--- config.mk ---
export PLATFORM = sky130hd
export DESIGN_NAME = rtg_top
export DESIGN_NICKNAME = d
export VERILOG_FILES = /design/src/rtl/rtg_pkg.sv /design/src/rtl/rtg_regs.sv /design/src/rtl/rtg_raster.sv /design/src/rtl/rtg_linefx.sv /design/src/rtl/rtg_top.sv
export SDC_FILE = /design/constraint.sdc
export NUM_CORES = 2
export LEC_CHECK = 0
export ABC_AREA = 1
export ABC_CLOCK_PERIOD_IN_PS = 14700
export BUFFER_PORTS_ARGS = -buffer_cell sky130_fd_sc_hd__buf_2
export CAP_MARGIN = 25
export CORE_ASPECT_RATIO = 2
export CORE_MARGIN = 8
export CORE_UTILIZATION = 25
export CTS_CLUSTER_DIAMETER = 100
export CTS_CLUSTER_SIZE = 8
export DETAILED_ROUTE_END_ITERATION = 7
export PLACE_DENSITY = 0.5
export SYNTH_ARGS = -nofsm -noshare
export SYNTH_HDL_FRONTEND = slang
export SYNTH_HIERARCHICAL = 1
export SYNTH_SLANG_ARGS = --single-unit
--- constraint.sdc ---
create_clock -name clk -period 14.7 [get_ports clk]
set_input_delay 1.47 -clock clk [delete_from_list [all_inputs] [get_ports clk]]
set_output_delay 1.47 -clock clk [all_outputs]
set_load 0.005 [all_outputs]
--- src/rtl/rtg_pkg.sv ---
package rtg_pkg;
  localparam int COORD_W = 13;
  localparam int Y_LSB   = 16;

  typedef struct packed {
    logic [COORD_W-1:0] y;
    logic [COORD_W-1:0] x;
  } xy_t;

  function automatic xy_t word_to_xy(input logic [31:0] w);
    xy_t r;
    r.x = w[COORD_W-1:0];
    r.y = w[Y_LSB+COORD_W-1:Y_LSB];
    return r;
  endfunction

  function automatic logic in_box(input logic [COORD_W-1:0] px, input logic [COORD_W-1:0] py,
                                  input xy_t ul, input xy_t lr);
    return (px >= ul.x) && (px <= lr.x) && (py >= ul.y) && (py <= lr.y);
  endfunction
endpackage

--- src/rtl/rtg_regs.sv ---
module rtg_regs
  import rtg_pkg::*;
#(
  parameter int NCH   = 3,
  parameter int NLINE = 4,
  parameter int AW    = 8
) (
  input  logic             clk,
  input  logic             rst,
  input  logic             wr_en,
  input  logic [AW-1:0]    wr_addr,
  input  logic [31:0]      wr_data,
  input  logic             rd_en,
  input  logic [AW-1:0]    rd_addr,
  output logic [31:0]      rd_data,
  input  logic             reload,
  input  logic [NLINE-1:0] irq_stat,
  output logic             run,
  output logic [NCH-1:0]   ch_en,
  output logic [NLINE-1:0] irq_mask,
  output logic [NLINE-1:0] irq_clr,
  output xy_t              total,
  output xy_t              dul,
  output xy_t              dlr,
  output xy_t              sync_len,
  output xy_t              trig,
  output xy_t              ch_ul [NCH],
  output xy_t              ch_lr [NCH],
  output logic [COORD_W-1:0] line_y [NLINE]
);
  localparam int IDX_CH   = 4;
  localparam int IDX_TRIG = IDX_CH + 2*NCH;
  localparam int IDX_SYNC = IDX_TRIG + 1;
  localparam int IDX_LINE = IDX_SYNC + 1;
  localparam int IDX_STAT = IDX_LINE + NLINE;
  localparam int IDX_CLR  = IDX_STAT + 1;
  localparam int IDX_MASK = IDX_CLR + 1;
  localparam int NWORD    = IDX_MASK + 1;
  localparam int IW       = $clog2(NWORD);
  localparam int RUN_BIT  = 8;

  logic [31:0] cfg [NWORD];
  logic [31:0] shd [NWORD];

  logic [IW-1:0] wi, ri;
  logic          w_ok, r_ok;

  assign wi   = wr_addr[IW+1:2];
  assign ri   = rd_addr[IW+1:2];
  assign w_ok = (wr_addr[AW-1:IW+2] == '0) && (int'(wi) < NWORD);
  assign r_ok = (rd_addr[AW-1:IW+2] == '0) && (int'(ri) < NWORD);

  always_ff @(posedge clk) begin
    if (rst) begin
      for (int i = 0; i < NWORD; i++) begin
        cfg[i] <= '0;
        shd[i] <= '0;
      end
    end else begin
      if (reload) begin
        for (int i = 0; i < NWORD; i++) shd[i] <= cfg[i];
      end
      if (wr_en && w_ok && int'(wi) != IDX_STAT && int'(wi) != IDX_CLR)
        cfg[wi] <= wr_data;
    end
  end

  always_ff @(posedge clk) begin
    if (rst) rd_data <= '0;
    else if (rd_en) begin
      if (!r_ok)                    rd_data <= '0;
      else if (int'(ri) == IDX_STAT) rd_data <= {{(32-NLINE){1'b0}}, irq_stat};
      else                          rd_data <= cfg[ri];
    end
  end

  assign irq_clr  = (wr_en && w_ok && int'(wi) == IDX_CLR) ? wr_data[NLINE-1:0] : '0;
  assign run      = cfg[0][RUN_BIT];
  assign irq_mask = cfg[IDX_MASK][NLINE-1:0];
  assign total    = word_to_xy(shd[1]);
  assign dul      = word_to_xy(shd[2]);
  assign dlr      = word_to_xy(shd[3]);
  assign trig     = word_to_xy(shd[IDX_TRIG]);
  assign sync_len = word_to_xy(shd[IDX_SYNC]);

  for (genvar k = 0; k < NCH; k++) begin : g_ch
    assign ch_en[k] = cfg[0][NCH-1-k];
    assign ch_ul[k] = word_to_xy(shd[IDX_CH + 2*k]);
    assign ch_lr[k] = word_to_xy(shd[IDX_CH + 2*k + 1]);
  end

  for (genvar j = 0; j < NLINE; j++) begin : g_line
    xy_t lw;
    assign lw        = word_to_xy(shd[IDX_LINE + j]);
    assign line_y[j] = lw.y;
  end
endmodule

--- src/rtl/rtg_raster.sv ---
module rtg_raster
  import rtg_pkg::*;
#(
  parameter int NCH = 3
) (
  input  logic               clk,
  input  logic               rst,
  input  logic               run,
  input  logic [NCH-1:0]     ch_en,
  input  xy_t                total,
  input  xy_t                dul,
  input  xy_t                dlr,
  input  xy_t                sync_len,
  input  xy_t                ch_ul [NCH],
  input  xy_t                ch_lr [NCH],
  output logic [COORD_W-1:0] cnt_x,
  output logic [COORD_W-1:0] cnt_y,
  output logic               frame_end,
  output logic               hsync,
  output logic               vsync,
  output logic               disp_en,
  output logic [NCH-1:0]     ch_win
);
  logic x_last, y_last;
  assign x_last    = (cnt_x == total.x);
  assign y_last    = (cnt_y == total.y);
  assign frame_end = run && x_last && y_last;

  always_ff @(posedge clk) begin
    if (rst || !run) begin
      cnt_x <= '0;
      cnt_y <= '0;
    end else if (x_last) begin
      cnt_x <= '0;
      cnt_y <= y_last ? '0 : cnt_y + 1'b1;
    end else begin
      cnt_x <= cnt_x + 1'b1;
    end
  end

  always_ff @(posedge clk) begin
    if (rst) begin
      hsync   <= 1'b0;
      vsync   <= 1'b0;
      disp_en <= 1'b0;
    end else begin
      hsync   <= run && (cnt_x < sync_len.x);
      vsync   <= run && (cnt_y < sync_len.y);
      disp_en <= run && in_box(cnt_x, cnt_y, dul, dlr);
    end
  end

  for (genvar k = 0; k < NCH; k++) begin : g_win
    logic blank;
    assign blank = (ch_ul[k] == '0) && (ch_lr[k] == '0);
    always_ff @(posedge clk) begin
      if (rst) ch_win[k] <= 1'b0;
      else     ch_win[k] <= run && ch_en[k] && !blank && in_box(cnt_x, cnt_y, ch_ul[k], ch_lr[k]);
    end
  end
endmodule

--- src/rtl/rtg_linefx.sv ---
module rtg_linefx
  import rtg_pkg::*;
#(
  parameter int NLINE = 4
) (
  input  logic               clk,
  input  logic               rst,
  input  logic               run,
  input  logic [COORD_W-1:0] cnt_x,
  input  logic [COORD_W-1:0] cnt_y,
  input  logic [COORD_W-1:0] line_y [NLINE],
  input  xy_t                trig,
  input  logic [NLINE-1:0]   irq_clr,
  input  logic [NLINE-1:0]   irq_mask,
  output logic [NLINE-1:0]   irq_stat,
  output logic               irq,
  output logic               db_reload,
  output logic               sb_reload
);
  logic            line_head;
  logic [NLINE-1:0] hit;

  assign line_head = run && (cnt_x == '0);

  for (genvar j = 0; j < NLINE; j++) begin : g_hit
    assign hit[j] = line_head && (cnt_y == line_y[j]);
  end

  always_ff @(posedge clk) begin
    if (rst) begin
      irq_stat  <= '0;
      db_reload <= 1'b0;
      sb_reload <= 1'b0;
    end else begin
      irq_stat  <= (irq_stat & ~irq_clr) | hit;
      db_reload <= line_head && (cnt_y == trig.x);
      sb_reload <= line_head && (cnt_y == trig.y);
    end
  end

  assign irq = |(irq_stat & irq_mask);
endmodule

--- src/rtl/rtg_top.sv ---
module rtg_top
  import rtg_pkg::*;
#(
  parameter int NCH   = 3,
  parameter int NLINE = 4,
  parameter int AW    = 8
) (
  input  logic           clk,
  input  logic           rst,
  input  logic           wr_en,
  input  logic [AW-1:0]  wr_addr,
  input  logic [31:0]    wr_data,
  input  logic           rd_en,
  input  logic [AW-1:0]  rd_addr,
  output logic [31:0]    rd_data,
  output logic           hsync,
  output logic           vsync,
  output logic           disp_en,
  output logic [NCH-1:0] ch_win,
  output logic           irq,
  output logic           db_reload,
  output logic           sb_reload
);
  logic               run, frame_end, reload;
  logic [NCH-1:0]     ch_en;
  logic [NLINE-1:0]   irq_mask, irq_clr, irq_stat;
  xy_t                total, dul, dlr, sync_len, trig;
  xy_t                ch_ul [NCH];
  xy_t                ch_lr [NCH];
  logic [COORD_W-1:0] line_y [NLINE];
  logic [COORD_W-1:0] cnt_x, cnt_y;

  assign reload = !run || frame_end;

  rtg_regs #(.NCH(NCH), .NLINE(NLINE), .AW(AW)) u_regs (
    .clk(clk), .rst(rst), .wr_en(wr_en), .wr_addr(wr_addr), .wr_data(wr_data),
    .rd_en(rd_en), .rd_addr(rd_addr), .rd_data(rd_data),
    .reload(reload), .irq_stat(irq_stat),
    .run(run), .ch_en(ch_en), .irq_mask(irq_mask), .irq_clr(irq_clr),
    .total(total), .dul(dul), .dlr(dlr), .sync_len(sync_len), .trig(trig),
    .ch_ul(ch_ul), .ch_lr(ch_lr), .line_y(line_y)
  );

  rtg_raster #(.NCH(NCH)) u_raster (
    .clk(clk), .rst(rst), .run(run), .ch_en(ch_en),
    .total(total), .dul(dul), .dlr(dlr), .sync_len(sync_len),
    .ch_ul(ch_ul), .ch_lr(ch_lr),
    .cnt_x(cnt_x), .cnt_y(cnt_y), .frame_end(frame_end),
    .hsync(hsync), .vsync(vsync), .disp_en(disp_en), .ch_win(ch_win)
  );

  rtg_linefx #(.NLINE(NLINE)) u_linefx (
    .clk(clk), .rst(rst), .run(run), .cnt_x(cnt_x), .cnt_y(cnt_y),
    .line_y(line_y), .trig(trig), .irq_clr(irq_clr), .irq_mask(irq_mask),
    .irq_stat(irq_stat), .irq(irq), .db_reload(db_reload), .sb_reload(sb_reload)
  );
endmodule

==> flow_summary_export.csv <==
group,metric,value,unit
final_layout,fin_nets,7107,
sta,timing.slew.headroom,0.271,
clock_tree,clk_pin_slew,0.07,ns
floorplanning,core,245000,um^2
yosys,synth_area,61500,um^2
sta,post-route-min-period,5.55,ns
setup_path,cp_data_required_time,15.13,ns
pwr,cellLeakagePower,0.0293,uW
setup_path,start_kind,"flip-flop",
global_routing,antenna_found_initial,15,
drt,routedWlPerCell,21.6,um
floorplanning,die_h,717,um
sta,post-route-period-util,0.378,
global_routing,grt.overflow.total,0,
clock_tree,post_cts_resized,0,
setup_path,path_max_fanout,66,
clock_tree,clkLatencyLatePin,0.84,ns
clock_tree,cts_tree,"built",
place,gp_congestion,0.880,
flow_run,drv_cap,0,
pwr,power_density,123,nW/um^2
sta,setup_tns,0,ns
global_routing,gr-usage-all-layers,0.160,
sta,rsz0062_at_grt,"no",
setup_path,crit_type,"reg -> reg",
sta,drv_slew,0,
clock_tree,cts_hold_buf,0,
clock_tree,h-tree-depth,4,
global_routing,grt_first_pass_wirelength,311,mm
sta,setup_viol,0,
yosys,synth-edff-count,1174,
final_layout,drive_above_1_share,0.0690,
clock_tree,cts_inserted_buffers,185,
yosys,yosys_warnings,6,
drt,wl,219,mm
yosys,avgSynthCellArea,9.51,um^2
clock_tree,clockBufferDepth,4,
hold_path,hp-class,"reg -> reg",
clock_tree,clockRootBuffer,"clkbuf_16",
drt,top_layer,"met5",
sta,clock_skew,0.0749,ns
sta,setup_ws,9.15,ns
floorplanning,io_pins,93,
drt,vias_per_cell,4.55,
floorplanning,dieWidth,367,um
yosys,synth_cell_type_count,49,
yosys,synthCells,6465,
floorplanning,rows,257,
global_routing,grt_max_degree,134,
floorplanning,die_area,263000,um^2
drt,drtPass1Iterations,6,
drt,wl_met1,72.0,mm
setup_path,cp-end-kind,"flip-flop",
pwr,vdd_drop_max,0.0911,mV
final_layout,fin_area,72000,um^2
floorplanning,start_util,0.251,
drt,met3RoutedLength,9.61,mm
global_routing,first_global_vias,46600,
place,dp_hpwl,153,mm
drt,ant_nets,0,
drt,num_vias,46300,
place,place_ws,8.63,ns
final_layout,area.growth.synth_to_final,17.1,%
sta,hold_viol,0,
sta,holdWs,0.466,ns
yosys,yosysSeqAreaShare,0.607,
drt,dr.first_iter.drc_count,3070,
drt,drc_errors,0,
drt,wl_met2,118,mm
place,io_buffers,88,
place,placed_area,66700,um^2
sta,fmax,0.180,GHz
sta,worstMarginPinSlew,1.09,ns
clock_tree,clkSinkCount,1276,
status,status,"finished clean",
yosys,async_reset_ff_frac,0,
yosys,ys_ff_latch,1276,
yosys,ys.flop_type,"edfxtp_1",
clock_tree,post_cts_buffers,0,
setup_path,cp.arrival,5.98,ns
## critical path: stages, from the launching register on
cell	delay [ns]
dfxtp_1	0.32
buf_4	0.33
inv_2	0.08
nand2_1	0.09
o21ai_1	0.08
nor2_2	0.12
nand3_2	0.10
nor2_4	0.44
nand2_1	0.44
nor2_1	0.19
inv_1	0.05
nand2_1	0.11
or2_4	0.44
buf_4	0.60
buf_4	0.74
buf_4	0.74
## per-layer routing
layer,vias up,global-route usage
met3,614,0.0180
met2,1563,0.313
met4,6,0.125
li1,21600,-
met1,22500,0.150
met5,-,0
## cells in the mapped netlist (2+ instances only)
library cell	count	area, um^2
o21a_1	2	15.0
a22oi_1	10	75.1
buf_4	8	60.1
or2_2	2	12.5
nand3_2	2	20.0
a21oi_2	13	114
xnor2_1	32	280
o21bai_1	4	30.0
o21ai_0	382	1910
clkinv_1	3	11.3
a211oi_1	6	45.0
inv_1	864	3240
clkbuf_1	203	762
buf_6	3	33.8
xor2_1	27	236
nor2_4	2	22.5
inv_2	17	63.8
o211ai_1	88	661
edfxtp_1	1174	35300
o21ai_1	6	30.0
nand3_1	272	1360
nor3_2	5	50.1
nor2_1	1486	5580
dfxtp_1	102	2040
nor3_1	25	125
nand4_1	58	363
nand2_1	905	3400
nand2_2	6	37.5
nor2_2	8	50.1
o22ai_1	6	37.5
nand3b_1	8	60.1
a21oi_1	351	1760
nor3b_1	3	22.5
buf_2	92	460
a31oi_1	15	93.8
buf_1	26	97.6
ha_1	234	2930
or2_0	4	25.0
## where the power goes
part	leakage [uW]	switching [uW]	total, uW	internal, uW
sequential	0.0126	69.7	4230	4170
clock	0.00248	1570	3940	2370
combinational	0.0142	522	695	173
## cell usage in the layout (no fill, tap or decap), drive strengths merged, types with 7 or more instances in the layout
cell type	n
nor2	1496
xor2	27
inv	882
a21oi	364
edfxtp	1174
conb	292
dfxtp	102
or2	7
nand3	274
o21ai	388
o211ai	88
a31oi	15
xnor2	32
clkbuf	289
nor3	31
buf	210
ha	234
nand4	58
nand2	912
nand3b	8
a22oi	10
## final timing paths
| check | from | to | slack, ns | cells after the start |
|---|---|---|---|---|
| max | u_raster/cnt_x[9]$_SDFF_PP0_ | u_regs/shd[0][170]$_SDFFCE_PN0P_ | 9.15 | 15 |
| min | u_regs/rd_data[29]$_SDFFE_PP0P_ | u_regs/rd_data[29]$_SDFFE_PP0P_ | 0.47 | 2 |
| max reg2reg | u_raster/cnt_x[9]$_SDFF_PP0_ | u_regs/shd[0][170]$_SDFFCE_PN0P_ | 9.15 | 15 |
| min reg2reg | u_regs/rd_data[29]$_SDFFE_PP0P_ | u_regs/rd_data[29]$_SDFFE_PP0P_ | 0.47 | 2 |
## through the flow
stage	instances	utilization	total power (uW)
2_1_floorplan	6756	-	4700
3_3_place_gp	9859	0.272	4990
3_5_place_dp	9867	0.273	5000
4_1_cts	10200	0.294	8960
5_1_grt	10200	0.294	9140
6_report	10200	0.294	8870
## state kept, by name, indices dropped and copies added, names as in the netlist
| signal | flops |
|---|---|
| u_regs/cfg | 868 |
| u_regs/shd | 338 |
| u_regs/rd_data | 32 |
| u_raster/cnt_x | 13 |
| u_raster/cnt_y | 13 |
| u_linefx/irq_stat | 4 |
| u_raster/ch_win | 3 |
| u_linefx/db_reload | 1 |
| u_linefx/sb_reload | 1 |
| u_raster/disp_en | 1 |
| u_raster/hsync | 1 |
| u_raster/vsync | 1 |
## cell type report
cell class / count / area [um^2]
Clock inverter: 3 / 55.1
Multi-Input combinational cell: 4264 / 20600
Tap cell: 3237 / 4050
Sequential cell: 1276 / 37300
Clock buffer: 289 / 5130
Inverter: 884 / 3330
Antenna cell: 1 / 2.50
Timing Repair Buffer: 210 / 1510
Fill cell: 25500 / 173000
## kinds of logic after synthesis
| kind of cell | share of synthesized area |
|---|---|
| adder cells (fa/ha/maj) | 0.0476 |
| XOR/XNOR | 0.00841 |
| other | 0.0000610 |
| buffers and inverters | 0.0770 |
| AO/OA/AOI/OAI | 0.0780 |
| AND/OR/NAND/NOR | 0.182 |
| flip-flops | 0.607 |
Note: power is estimated with default switching activity, not from simulation.
